### src/rtl/prbs_det_pkg.sv
package prbs_det_pkg;

    // Default history length and tap-field width.
    localparam int unsigned DEF_SR_LEN = 24;
    localparam int unsigned DEF_TAP_W  = 5;
    localparam int unsigned DEF_CNT_W  = 32;

    // Lock controller: filling the history, or comparing.
    typedef enum logic {
        LK_FILL  = 1'b0,
        LK_TRACK = 1'b1
    } lock_st_e;

    // Divide-by-three phases for mismatch grouping.
    typedef enum logic [1:0] {
        DV_ZERO = 2'd0,
        DV_ONE  = 2'd1,
        DV_TWO  = 2'd2
    } div_st_e;

endpackage

### src/rtl/prbs_ref_shift.sv
// History of received bits plus tap selection; emits the predicted bit.
module prbs_ref_shift #(
    parameter int unsigned SR_LEN = 24,
    parameter int unsigned TAP_W  = 5
) (
    input  logic             clk,
    input  logic             rst_n,
    input  logic             shift_i,
    input  logic             bit_i,
    input  logic [TAP_W-1:0] tap_a_i,
    input  logic [TAP_W-1:0] tap_b_i,
    output logic             pred_o
);

    localparam int unsigned IDX_W = $clog2(SR_LEN);
    localparam int unsigned N_TAP = 2;

    logic [SR_LEN-1:0] stages;
    logic [TAP_W-1:0]  sel_tap [N_TAP];
    logic [N_TAP-1:0]  tap_bit;

    assign sel_tap[0] = tap_a_i;
    assign sel_tap[1] = tap_b_i;

    // stages[0] holds the bit received one strobe ago.
    always_ff @(posedge clk) begin
        if (!rst_n) begin
            stages <= '0;
        end else if (shift_i) begin
            stages <= {stages[SR_LEN-2:0], bit_i};
        end
    end

    // One selector per tap; out-of-range values clamp to the ends.
    for (genvar g = 0; g < N_TAP; g++) begin : g_tap
        logic [IDX_W-1:0] idx;
        always_comb begin
            if (sel_tap[g] == '0) begin
                idx = '0;
            end else if (int'(sel_tap[g]) > int'(SR_LEN)) begin
                idx = IDX_W'(SR_LEN - 1);
            end else begin
                idx = IDX_W'(sel_tap[g] - 1'b1);
            end
        end
        assign tap_bit[g] = stages[idx];
    end

    assign pred_o = ^tap_bit;

endmodule

### src/rtl/prbs_lock_fsm.sv
// Holds off comparison until the history holds SR_LEN received bits.
module prbs_lock_fsm
    import prbs_det_pkg::*;
#(
    parameter int unsigned SR_LEN = 24
) (
    input  logic clk,
    input  logic rst_n,
    input  logic strobe_i,
    input  logic tap_chg_i,
    output logic track_o
);

    localparam int unsigned FILL_W = $clog2(SR_LEN + 1);
    localparam logic [FILL_W-1:0] LAST_FILL = FILL_W'(SR_LEN - 1);

    lock_st_e          st_q, st_n;
    logic [FILL_W-1:0] fill_q, fill_n;

    // State register.
    always_ff @(posedge clk) begin
        if (!rst_n) begin
            st_q   <= LK_FILL;
            fill_q <= '0;
        end else begin
            st_q   <= st_n;
            fill_q <= fill_n;
        end
    end

    // Transitions: FILL->TRACK on the last fill strobe, any->FILL on tap change.
    always_comb begin
        st_n   = st_q;
        fill_n = fill_q;
        if (tap_chg_i) begin
            st_n   = LK_FILL;
            fill_n = '0;
        end else begin
            unique case (st_q)
                LK_FILL: begin
                    if (strobe_i) begin
                        fill_n = fill_q + 1'b1;
                        if (fill_q == LAST_FILL) begin
                            st_n = LK_TRACK;
                        end
                    end
                end
                LK_TRACK: begin
                    st_n = LK_TRACK;
                end
                default: begin
                    st_n   = LK_FILL;
                    fill_n = '0;
                end
            endcase
        end
    end

    // Outputs.
    always_comb begin
        track_o = (st_q == LK_TRACK) && !tap_chg_i;
    end

    AST_FILL_AFTER_CHG: assert property (@(posedge clk) disable iff (!rst_n)
        tap_chg_i |=> !track_o);

endmodule

### src/rtl/prbs_err_div3.sv
// Groups qualified mismatches by three; one event per group.
module prbs_err_div3
    import prbs_det_pkg::*;
(
    input  logic clk,
    input  logic rst_n,
    input  logic clr_i,
    input  logic hit_i,
    output logic event_o,
    output logic pulse_o
);

    div_st_e st_q, st_n;
    logic    pulse_q;

    // State register.
    always_ff @(posedge clk) begin
        if (!rst_n) begin
            st_q    <= DV_ZERO;
            pulse_q <= 1'b0;
        end else begin
            st_q    <= st_n;
            pulse_q <= event_o;
        end
    end

    // Transitions: ZERO->ONE->TWO->ZERO per hit; clear forces ZERO.
    always_comb begin
        st_n = st_q;
        if (clr_i) begin
            st_n = DV_ZERO;
        end else if (hit_i) begin
            unique case (st_q)
                DV_ZERO: st_n = DV_ONE;
                DV_ONE:  st_n = DV_TWO;
                DV_TWO:  st_n = DV_ZERO;
                default: st_n = DV_ZERO;
            endcase
        end
    end

    // Outputs.
    always_comb begin
        event_o = hit_i && !clr_i && (st_q == DV_TWO);
        pulse_o = pulse_q;
    end

    AST_PULSE_SPACED: assert property (@(posedge clk) disable iff (!rst_n)
        pulse_o |=> !pulse_o);

    AST_DIV_RESTART: assert property (@(posedge clk) disable iff (!rst_n)
        clr_i |=> (st_q == DV_ZERO));

endmodule

### src/rtl/prbs_sat_cnt.sv
// Saturating up-counter with synchronous clear (clear wins).
module prbs_sat_cnt #(
    parameter int unsigned W = 32
) (
    input  logic         clk,
    input  logic         rst_n,
    input  logic         clr_i,
    input  logic         inc_i,
    output logic [W-1:0] cnt_o
);

    localparam logic [W-1:0] TOP = '1;

    logic [W-1:0] cnt_q;

    always_ff @(posedge clk) begin
        if (!rst_n) begin
            cnt_q <= '0;
        end else if (clr_i) begin
            cnt_q <= '0;
        end else if (inc_i && (cnt_q != TOP)) begin
            cnt_q <= cnt_q + 1'b1;
        end
    end

    assign cnt_o = cnt_q;

    AST_CNT_HOLD_TOP: assert property (@(posedge clk) disable iff (!rst_n)
        (cnt_q == TOP && !clr_i) |=> (cnt_q == TOP));

    AST_CNT_STEP: assert property (@(posedge clk) disable iff (!rst_n)
        !clr_i |=> (cnt_q == $past(cnt_q) || cnt_q == $past(cnt_q) + 1'b1));

endmodule

### src/rtl/prbs_err_detector.sv
module prbs_err_detector
    import prbs_det_pkg::*;
#(
    parameter int unsigned SR_LEN = DEF_SR_LEN,
    parameter int unsigned TAP_W  = DEF_TAP_W,
    parameter int unsigned CNT_W  = DEF_CNT_W
) (
    input  logic             clk,
    input  logic             rst_n,
    input  logic             bit_vld,
    input  logic             bit_in,
    input  logic [TAP_W-1:0] tap_a,
    input  logic [TAP_W-1:0] tap_b,
    input  logic             cnt_clr,
    output logic             mism,
    output logic             err_pulse,
    output logic [CNT_W-1:0] bit_cnt,
    output logic [CNT_W-1:0] err_cnt
);

    logic [TAP_W-1:0] tap_a_q, tap_b_q;
    logic             tap_chg;
    logic             pred;
    logic             track;
    logic             hit;
    logic             err_event;
    logic             mism_q;

    // Remember the taps to detect a change; reset captures the current ones.
    always_ff @(posedge clk) begin
        if (!rst_n) begin
            tap_a_q <= tap_a;
            tap_b_q <= tap_b;
        end else begin
            tap_a_q <= tap_a;
            tap_b_q <= tap_b;
        end
    end

    assign tap_chg = (tap_a != tap_a_q) || (tap_b != tap_b_q);

    prbs_ref_shift #(.SR_LEN(SR_LEN), .TAP_W(TAP_W)) ref_i (
        .clk     (clk),
        .rst_n   (rst_n),
        .shift_i (bit_vld),
        .bit_i   (bit_in),
        .tap_a_i (tap_a),
        .tap_b_i (tap_b),
        .pred_o  (pred)
    );

    prbs_lock_fsm #(.SR_LEN(SR_LEN)) lock_i (
        .clk       (clk),
        .rst_n     (rst_n),
        .strobe_i  (bit_vld),
        .tap_chg_i (tap_chg),
        .track_o   (track)
    );

    assign hit = bit_vld && track && (bit_in ^ pred);

    always_ff @(posedge clk) begin
        if (!rst_n) begin
            mism_q <= 1'b0;
        end else begin
            mism_q <= hit;
        end
    end

    assign mism = mism_q;

    prbs_err_div3 div_i (
        .clk     (clk),
        .rst_n   (rst_n),
        .clr_i   (tap_chg),
        .hit_i   (hit),
        .event_o (err_event),
        .pulse_o (err_pulse)
    );

    prbs_sat_cnt #(.W(CNT_W)) bits_i (
        .clk   (clk),
        .rst_n (rst_n),
        .clr_i (cnt_clr),
        .inc_i (bit_vld),
        .cnt_o (bit_cnt)
    );

    prbs_sat_cnt #(.W(CNT_W)) errs_i (
        .clk   (clk),
        .rst_n (rst_n),
        .clr_i (cnt_clr),
        .inc_i (err_event),
        .cnt_o (err_cnt)
    );

    AST_MISM_AFTER_STROBE: assert property (@(posedge clk) disable iff (!rst_n)
        mism |-> $past(bit_vld));

    AST_PULSE_WITH_MISM: assert property (@(posedge clk) disable iff (!rst_n)
        err_pulse |-> mism);

    AST_CLR_ZEROES: assert property (@(posedge clk) disable iff (!rst_n)
        cnt_clr |=> (bit_cnt == '0 && err_cnt == '0));

    AST_IDLE_QUIET: assert property (@(posedge clk) disable iff (!rst_n)
        !bit_vld |=> !mism);

endmodule

### config.mk
export PLATFORM = sky130hd
export DESIGN_NAME = prbs_err_detector
export DESIGN_NICKNAME = d
export VERILOG_FILES = /design/src/rtl/prbs_det_pkg.sv /design/src/rtl/prbs_ref_shift.sv /design/src/rtl/prbs_lock_fsm.sv /design/src/rtl/prbs_err_div3.sv /design/src/rtl/prbs_sat_cnt.sv /design/src/rtl/prbs_err_detector.sv
export SDC_FILE = /design/constraint.sdc
export NUM_CORES = 1
export LEC_CHECK = 0
export BUFFER_PORTS_ARGS = -buffer_cell sky130_fd_sc_hd__buf_2
export CAP_MARGIN = 0
export CORE_UTILIZATION = 59
export CTS_BUF_LIST = sky130_fd_sc_hd__clkbuf_8
export DETAILED_ROUTE_END_ITERATION = 10
export PLACE_DENSITY = 0.82
export SLEW_MARGIN = 20
export SYNTH_ARGS = -nofsm -noshare
export SYNTH_HDL_FRONTEND = slang
export SYNTH_SLANG_ARGS = --single-unit
### constraint.sdc
create_clock -name clk -period 6.55 [get_ports clk]
set_input_delay 1.965 -clock clk [delete_from_list [all_inputs] [get_ports clk]]
set_output_delay 1.965 -clock clk [all_outputs]
set_load 0.1 [all_outputs]
==> results of run 1 <==
-- path summary, 6_finish.rpt --
kind / start / endpoint / slack [ps] / cells after the start
max: tap_b[0] / errs_i.cnt_o[18]$_SDFFE_PP0P_ / 930 / 12
min: errs_i.cnt_o[30]$_SDFFE_PP0P_ / errs_i.cnt_o[30]$_SDFFE_PP0P_ / 500 / 2
max reg2reg: errs_i.cnt_o[8]$_SDFFE_PP0P_ / errs_i.cnt_o[18]$_SDFFE_PP0P_ / 3230 / 10
min reg2reg: errs_i.cnt_o[30]$_SDFFE_PP0P_ / errs_i.cnt_o[30]$_SDFFE_PP0P_ / 500 / 2
-- routing by layer --
metal  vias up  part of all wire  routed length [um]
met5         -                 0                   0
met4         0             0.021                 250
met3        28             0.053                 644
met2       137              0.48                5820
met1      2319              0.45                5490
li1       2447                 -                   -
-- stage by stage --
stage               total power, mW   util
finish                         1.19  0.675
global route                   1.24  0.675
CTS                            1.20  0.675
detailed placement            0.790  0.652
global placement              0.785  0.652
floorplan                     0.770      -
-- cell families (layout without fill, tap and decap cells) --
family	Yosys count	count (layout)	share of synthesized area
AND/OR/NAND/NOR	265	265	0.257
AO/OA/AOI/OAI	136	136	0.156
flip-flops	108	108	0.385
multiplexers	46	46	0.0856
buffers and inverters	43	112	0.0392
XOR/XNOR	38	38	0.0620
adder cells (fa/ha/maj)	7	7	0.0156
-- area by class of cell --
cell class | instances | area (um2)
Fill cell | 769 | 3010
Multi-Input combinational cell | 492 | 3230
Inverter | 15 | 56.3
Sequential cell | 108 | 2160
Tap cell | 129 | 161
Timing Repair Buffer | 81 | 408
Clock buffer | 9 | 124
Clock inverter | 7 | 88.8
-- synth_stat cells (3+ instances only) --
master	instances
a211oi_1	4
a21boi_0	3
a21oi_1	43
a31oi_1	3
and2_1	5
and3_1	11
and4_1	7
buf_2	6
buf_6	5
clkbuf_1	14
dfxtp_1	108
ha_1	7
inv_1	15
mux2_2	6
mux2i_1	39
nand2_1	46
nand2b_1	11
nand3_1	20
nand4_1	16
nor2_1	51
nor2b_1	32
nor3_1	6
nor4_1	3
o211ai_1	3
o21ai_0	34
o22ai_1	4
o31ai_1	11
or2_2	3
or2b_1	3
or3_1	28
or4_1	13
xnor2_1	16
xor2_1	21
-- registers in the layout (all words and copies together), names as in the netlist --
signal and cells:
bits_i.cnt_o 32, div_i.pulse_o 1, div_i.st_q 2, errs_i.cnt_o 32, lock_i.fill_q 5, lock_i.st_q 1, mism 1, ref_i.stages 24
tap_a_q 5, tap_b_q 5
-- critical path, cell delays in order --
cell,delay [ps]
buf_2,200
inv_1,120
ha_1,280
nor2b_2,230
a22oi_4,320
mux4_2,540
or3b_1,350
a32o_2,280
xnor3_2,360
nand3_1,480
or4_1,640
a21oi_1,140
-- power groups by stage --
stage	combinational [mW]	clock [mW]	sequential, mW
after floorplan	0.0884	0	0.681
final	0.113	0.417	0.664
after global routing	0.122	0.451	0.665
after CTS	0.112	0.427	0.664
after detailed placement	0.111	0	0.679
after global placement	0.107	0	0.679
==> metrics, run 1 <==
status complete, no violations; period utilisation layout 0.858; Power Dens Cells 191 mW/mm2; worst skew pair latency 380 ps; Clock power frac 0.350; worst slack, placed 568 ps; max-slew violation count 0; total leakage power 2.37 nW; met3 usage 0.0590; CP max FO 20; setup bufs post-CTS 0; RSZ-0062 raised after global routing no; Horiz. Die Dim 99.5 um; Max-cap violations 0; busiest grt layer met2; P_sw 0.329 mW; Post-synth EDFFs 0; CTS tree yes; YS warnings 0; peak supply drop 0.142 mV; Reg power frac 0.556; pin count of the biggest net entering global routing 65; #FFs+latches synth 108; DIE HEIGHT 99.5 um; clock skew 19.3 ps; Worst Setup Path Type input pin to register; post-DR wirelength/cell 14.5 um; GRT Total Usage 0.249; post-CTS sizing 0; combinational share of power 0.094; number of I/O port buffers 80; CP Data Arrival Time 5920 ps; Iteration-0 DRC Markers 152; core area 0.00924 mm2; Worst Slack Setup Final 930 ps; post-DR vias/cell 5.86; gpl congestion 0.903; hold_ws 504 ps; setup TNS 0 ps; most frequent cells in the layout dfxtp_1, buf_2, nor2_1; sw frac 0.276; Hold Vio Cnt, Final 0; synthesized instance count 643; Post-Route WL 12.2 mm; area delta synth->final 11.1%; layout cells sized above 1 0.171; Clock Root Buffer clkbuf_8; via count 4931; ys async rst share 0; Rel. slew slack 0.477; first-pass GRT wire length 20.4 mm; H-tree Lvls 3; io pins 81; Sink Count 108; number of global-route vias before repair 4557; dpl cells 825; top cell type's share of synthesized area 0.385; CTS Buf Count 9; M1 GR Usage 0.312; sequential share of the synthesized area 0.385; most used flip-flop cell after synthesis dfxtp_1; Area after DPL 0.00602 mm2; mean post-synth cell area 8.73 um2; top cells by area, synth dfxtp_1, mux2i_1, a21oi_1; Critical Path Source Type input pin; Pint 0.864 mW; Rows 35; fmax 178 MHz; grt ovf 0; DPL Wire Length 8.86 mm; crit end category register; final antenna-violating net count 0; Remaining DRCs 0; setup violators final 0; CTS Hold Bufs 0; Synth area leader dfxtp_1; TritonRoute pass-1 iters 5; min cycle time layout 5620 ps; most common cell after layout, fill and taps aside dfxtp_1; met2 track demand over resource 0.424; Ant. Diodes 0; Reg clk slew, reported paths 110 ps; synth unique cells 66; nets 729; antenna violations before repair 0; CTS max path bufs 2; Final Instance Area 0.00623 mm2; slew at the pin closest to its max-slew limit 785 ps; Synth Net Count 665; Initial Util 0.608; Hold WC Path Type register to register; die area 0.00991 mm2; Mapped Area 0.00561 mm2; Worst Path Required 6850 ps; non-filler instance count after layout 841
(Power assumes the default switching activity.)
==> run 2, diff against run 1 <==
ABC_AREA = 1   (was default)
CORE_UTILIZATION = 60   (was 59)
==> run 2 against run 1 <==
Compared with the run above: sequential share of layout area shrank 2.9 points; worst setup slack gained 1200 ps; register-to-register slack gained 470 ps; sequential cell count is the same; clock power shrank 6.5%; global-route usage grew 4.2 points; core utilization grew 1.5 points; first-iteration DRC count grew 140%; die area grew 7.8%; largest cell class unchanged; sequential power grew 2%; hold slack gained 4.4 ps; critical path depth grew 8.
==> metrics, run 2 <==
Rel. slew slack 0.608; fmax 229 MHz; sequential share of the synthesized area 0.351; core area 0.00986 mm2; hold_ws 509 ps; top cell type's share of synthesized area 0.351; Post-Synth XOR/XNOR Area 0.0696; cell at the slowest stage of the critical path nand4_4; YS warnings 0; GRT Total Usage 0.292; Mapped Area 0.00616 mm2; setup TNS 0 ps; nets 1002; Worst Setup Path Type input pin to register; worst path cell trace buf_2 > inv_1 > ha_1 > inv_1 > nor2_1 > nand3_2 > nand2_1 > inv_2 > nand3_1 > nand2_1 > nand2_1 > nand3_1 > nand2_1 > nand3_1 > nand2_1 > nand2_2 > nand2_2 > nand4_4 > nand2_1 > a21oi_1; top cells by area, synth dfxtp_1, nand2_1, inv_1; CP Data Arrival Time 4620 ps; Crit path largest cell delay 370 ps; Hold Vio Cnt, Final 0; Clock Root Buffer clkbuf_8; total leakage power 2.71 nW; final antenna-violating net count 0; Hold WC Path Type register to register; Synth area leader dfxtp_1; die area 0.0107 mm2; synth unique cells 39; gpl congestion 0.977; Horiz. Die Dim 103 um; io pins 81; layout cells sized above 1 0.132; CTS tree yes; H-tree Lvls 3; area delta synth->final 10.3%; synthesized instance count 913; CP max FO 28; Remaining DRCs 0; Synth Area in Adders 0.0142; via count 6148; Sink Count 108; synth cell count leaders nand2_1, dfxtp_1, inv_1; Post-Synth Simple-Gate Area 0.357; mux share of post-synthesis cell area 0; area of the multi-input gates 0.00343 mm2; main combinational cell family by area after synthesis simple AND/OR/NAND/NOR gates; CTS Hold Bufs 0; ys async rst share 0; RSZ-0062 raised after global routing no; antenna violations before repair 0; Worst Path Required 6790 ps; Rows 36; clock skew 11.9 ps; most common cell in the synthesized netlist nand2_1; setup bufs post-CTS 0; worst slack, placed 1800 ps; Ant. Diodes 0; Initial Util 0.625; pin count of the biggest net entering global routing 48; mean post-synth cell area 6.75 um2; Worst Slack Setup Final 2170 ps; status complete, no violations; Max-cap violations 0; crit-path most repeated cell nand2_1; CTS Buf Count 9; first-pass GRT wire length 24.6 mm; Layout fillers 887; Post-Route WL 15.3 mm; Iteration-0 DRC Markers 361; DPL Wire Length 11.2 mm; Seq. cell area 0.00216 mm2; max-slew violation count 0; Util after Layout 0.689; grt ovf 0; post-CTS sizing 0; TritonRoute pass-1 iters 5; post-DR vias/cell 5.50; min cycle time layout 4380 ps; post-DR wirelength/cell 13.7 um; Power Dens Cells 177 mW/mm2; Compound-Gate Fraction of Synth Area 0.115; worst skew pair latency 370 ps; #FFs+latches synth 108; Synth Net Count 935; most frequent cells in the layout nand2_1, dfxtp_1, inv_1; peak supply drop 0.138 mV; Post-synth EDFFs 0; most common cell after layout, fill and taps aside nand2_1; number of I/O port buffers 80; Reg clk slew, reported paths 110 ps; CTS max path bufs 2; slew at the pin closest to its max-slew limit 588 ps; setup violators final 0; DIE HEIGHT 103 um; period utilisation layout 0.668; most used flip-flop cell after synthesis dfxtp_1; crit end category register; number of global-route vias before repair 5274; Critical Path Source Type input pin
[run 2: cell count changes after synthesis, sizes merged, moves of 33 or more]
cell	delta
a21oi	+34
nand3	+55
nor2	+46
mux2i	-39
inv	+95
nand2	+148
nor2b	-33
[run 2: final timing paths]
kind / depth (start not counted) / end / from / slack, ps
min reg2reg: 2 / bits_i.cnt_o[1]$_SDFFE_PP0P_ / bits_i.cnt_o[1]$_SDFFE_PP0P_ / 510
min: 2 / bits_i.cnt_o[1]$_SDFFE_PP0P_ / bits_i.cnt_o[1]$_SDFFE_PP0P_ / 510
max reg2reg: 16 / bits_i.cnt_o[21]$_SDFFE_PP0P_ / bits_i.cnt_o[0]$_SDFFE_PP0P_ / 3700
max: 20 / errs_i.cnt_o[4]$_SDFFE_PP0P_ / tap_b[0] / 2170
[run 2: worst max-delay path, delay by kind of cell]
kind	cells	cell delay, ps
AO/OA/AOI/OAI	1	80
adder cells (fa/ha/maj)	1	190
buffers and inverters	4	400
AND/OR/NAND/NOR	14	1970
[run 2: cell type report]
type / instances / area share
sequential: 108 / 0.318
multi-input combinational: 664 / 0.504
clock buffer: 10 / 0.0202
clock inverter: 6 / 0.00681
timing repair buffer: 85 / 0.0644
tap: 133 / 0.0245
inverter: 112 / 0.0618
[run 2: power breakdown]
group	leakage, nW	internal, mW	switching [mW]
logic	1.73	0.0426	0.0891
registers	0.879	0.669	0.0101
clock network	0.0951	0.153	0.237
[run 2: layer usage]
metal,global-route usage,vias up,routed length (um)
met5,0,-,0
met4,0.0780,0,237
met3,0.0457,23,928
met2,0.476,193,7010
met1,0.401,2774,7170
li1,-,3158,-
[run 2: per-stage QoR]
stage,std cells,area [um2],power [mW]
floorplan,913,6160,0.794
global placement,1102,6620,0.823
detailed placement,1102,6620,0.825
CTS,1118,6800,1.21
global route,1118,6800,1.26
finish,1118,6800,1.20
[run 2: logic make-up (layout without fill, tap and decap cells)]
family | after synthesis | in the layout
and+or+nand+nor | 476 | 476
buffers and inverters | 141 | 213
AOI/OAI and AO/OA | 132 | 132
DFF | 108 | 108
xor gates and xnor gates | 49 | 49
adders and majority gates | 7 | 7
==> run 3, diff against run 2 <==
CORE_UTILIZATION = 54   (was 60)
PLACE_DENSITY = 0.78   (was 0.82)
clock period = 3.6 ns   (was 6.55 ns; I/O delays follow)
==> run 3 against run 2 <==
Compared with the run above: routed wire length down 1.1%; sequential power is 82% higher; clock power rose by 75%; critical path depth down 1; die area grew 11%; critical path type unchanged; highest routed layer unchanged.
==> metrics, run 3 (synthesis results as in run 2) <==
P_sw 0.604 mW; CTS Hold Bufs 0; Power Dens Cells 315 mW/mm2; CP max FO 29; post-DR wirelength/cell 13.4 um; period utilisation layout 0.890; Worst Setup Path Type input pin to register; Post-Route WL 15.2 mm; Critical Path Source Type input pin; most common cell after layout, fill and taps aside nand2_1; GRT Total Usage 0.270; total leakage power 2.72 nW; Clock power frac 0.316; Worst Path Required 3920 ps; Rel. slew slack 0.541; final antenna-violating net count 0; Initial Util 0.561; min cycle time layout 3200 ps; dpl cells 1114; CTS max path bufs 2; combinational share of power 0.111; Hold WC Path Type register to register; Horiz. Die Dim 109 um; Area after DPL 0.00668 mm2; Sink Count 108; CP Data Arrival Time 3520 ps; CTS Buf Count 9; slew at the pin closest to its max-slew limit 687 ps; Layout fillers 1094; RSZ-0062 raised after global routing no; status complete, no violations; setup bufs post-CTS 0; H-tree Lvls 3; setup violators final 0; CTS tree yes; layout cells sized above 1 0.137; pin count of the biggest net entering global routing 48; Rows 38; antenna violations before repair 0; Clock Root Buffer clkbuf_8; Pint 1.55 mW; nets 1007; first-pass GRT wire length 25.5 mm; Final Instance Area 0.00686 mm2; TritonRoute pass-1 iters 7; max-slew violation count 0; Iteration-0 DRC Markers 424; Max-cap violations 0; Reg clk slew, reported paths 100 ps; die area 0.0118 mm2; Hold Vio Cnt, Final 0; number of global-route vias before repair 5521; gpl congestion 0.944; Remaining DRCs 0; DPL Wire Length 11.3 mm; area delta synth->final 11.2%; crit end category register; Reg power frac 0.573; clock skew 12.0 ps; Design Power 2.16 mW; DIE HEIGHT 109 um; core area 0.0110 mm2; Util after Layout 0.624; most frequent cells in the layout nand2_1, dfxtp_1, inv_1; post-DR vias/cell 5.43; sw frac 0.280; grt ovf 0; worst skew pair latency 390 ps; io pins 81; number of I/O port buffers 80; fmax 312 MHz; peak supply drop 0.313 mV; Ant. Diodes 0; post-CTS sizing 0; non-filler instance count after layout 1130; via count 6133
==> run 3: cell types whose count changed in the layout (fill, tap and decap cells not counted), sizes merged <==
| cell | previous run | this run |
|---|---|---|
| clkbuf | 10 | 9 |
| clkinv | 3 | 6 |
| clkinvlp | 1 | 2 |
| buf | 85 | 90 |
| inv | 114 | 111 |
==> run 3: final timing paths <==
kind	startpoint	end	slack, ps	cells after the start
min reg2reg	bits_i.cnt_o[1]$_SDFFE_PP0P_	bits_i.cnt_o[1]$_SDFFE_PP0P_	510	2
max reg2reg	bits_i.cnt_o[0]$_SDFFE_PP0P_	bits_i.cnt_o[21]$_SDFFE_PP0P_	660	16
min	bits_i.cnt_o[1]$_SDFFE_PP0P_	bits_i.cnt_o[1]$_SDFFE_PP0P_	510	2
max	tap_a[0]	errs_i.cnt_o[13]$_SDFFE_PP0P_	400	19
==> run 3: through the flow <==
step	hold slack, ps	TNS, ps	worst slack, ps
floorplan	445	0	474
global placement	484	0	27.2
detailed placement	486	-1180	-67.4
CTS	509	0	355
global route	537	0	74.3
finish	509	0	395
==> run 3: layout make-up <==
class,instances,area (um2),area share
multi-input cells,664,3430,0.500
clock buffers,9,124,0.0181
flip-flops and latches,108,2160,0.315
clock inverters,7,51.3,0.00748
inverters,112,420,0.0613
repair buffers,90,492,0.0717
well taps,140,175,0.0256
==> run 3: worst max-delay path: stages <==
cell     delay (ps)
buf_2           140
inv_1           100
ha_1            190
inv_1            60
nor2_2          150
nand3_4         170
and2_1          270
inv_1           130
nand3_1          90
nand2_1         100
nand2_1          60
nand2_1          50
nand2_1          60
nand2_2          90
nand3_2         100
a21oi_2         200
buf_12          190
nand4_1         100
a21oi_1         170
==> run 3: power by group through the flow <==
stage / Combinational [mW] / Clock (mW) / Sequential, mW
finish: 0.240 / 0.681 / 1.24
floorplan: 0.181 / 0 / 1.26
global placement: 0.235 / 0 / 1.26
detailed placement: 0.238 / 0 / 1.26
global route: 0.270 / 0.753 / 1.24
CTS: 0.239 / 0.704 / 1.24
==> run 3: per-layer routing <==
| layer | track usage | routed length, um | share of wire | vias to the layer above |
|---|---|---|---|---|
| met3 | 0.0687 | 855 | 0.056 | 28 |
| met1 | 0.357 | 7230 | 0.48 | 2778 |
| li1 | - | - | - | 3168 |
| met4 | 0.0849 | 325 | 0.021 | 0 |
| met2 | 0.431 | 6770 | 0.45 | 159 |
| met5 | 0 | 0 | 0 | - |
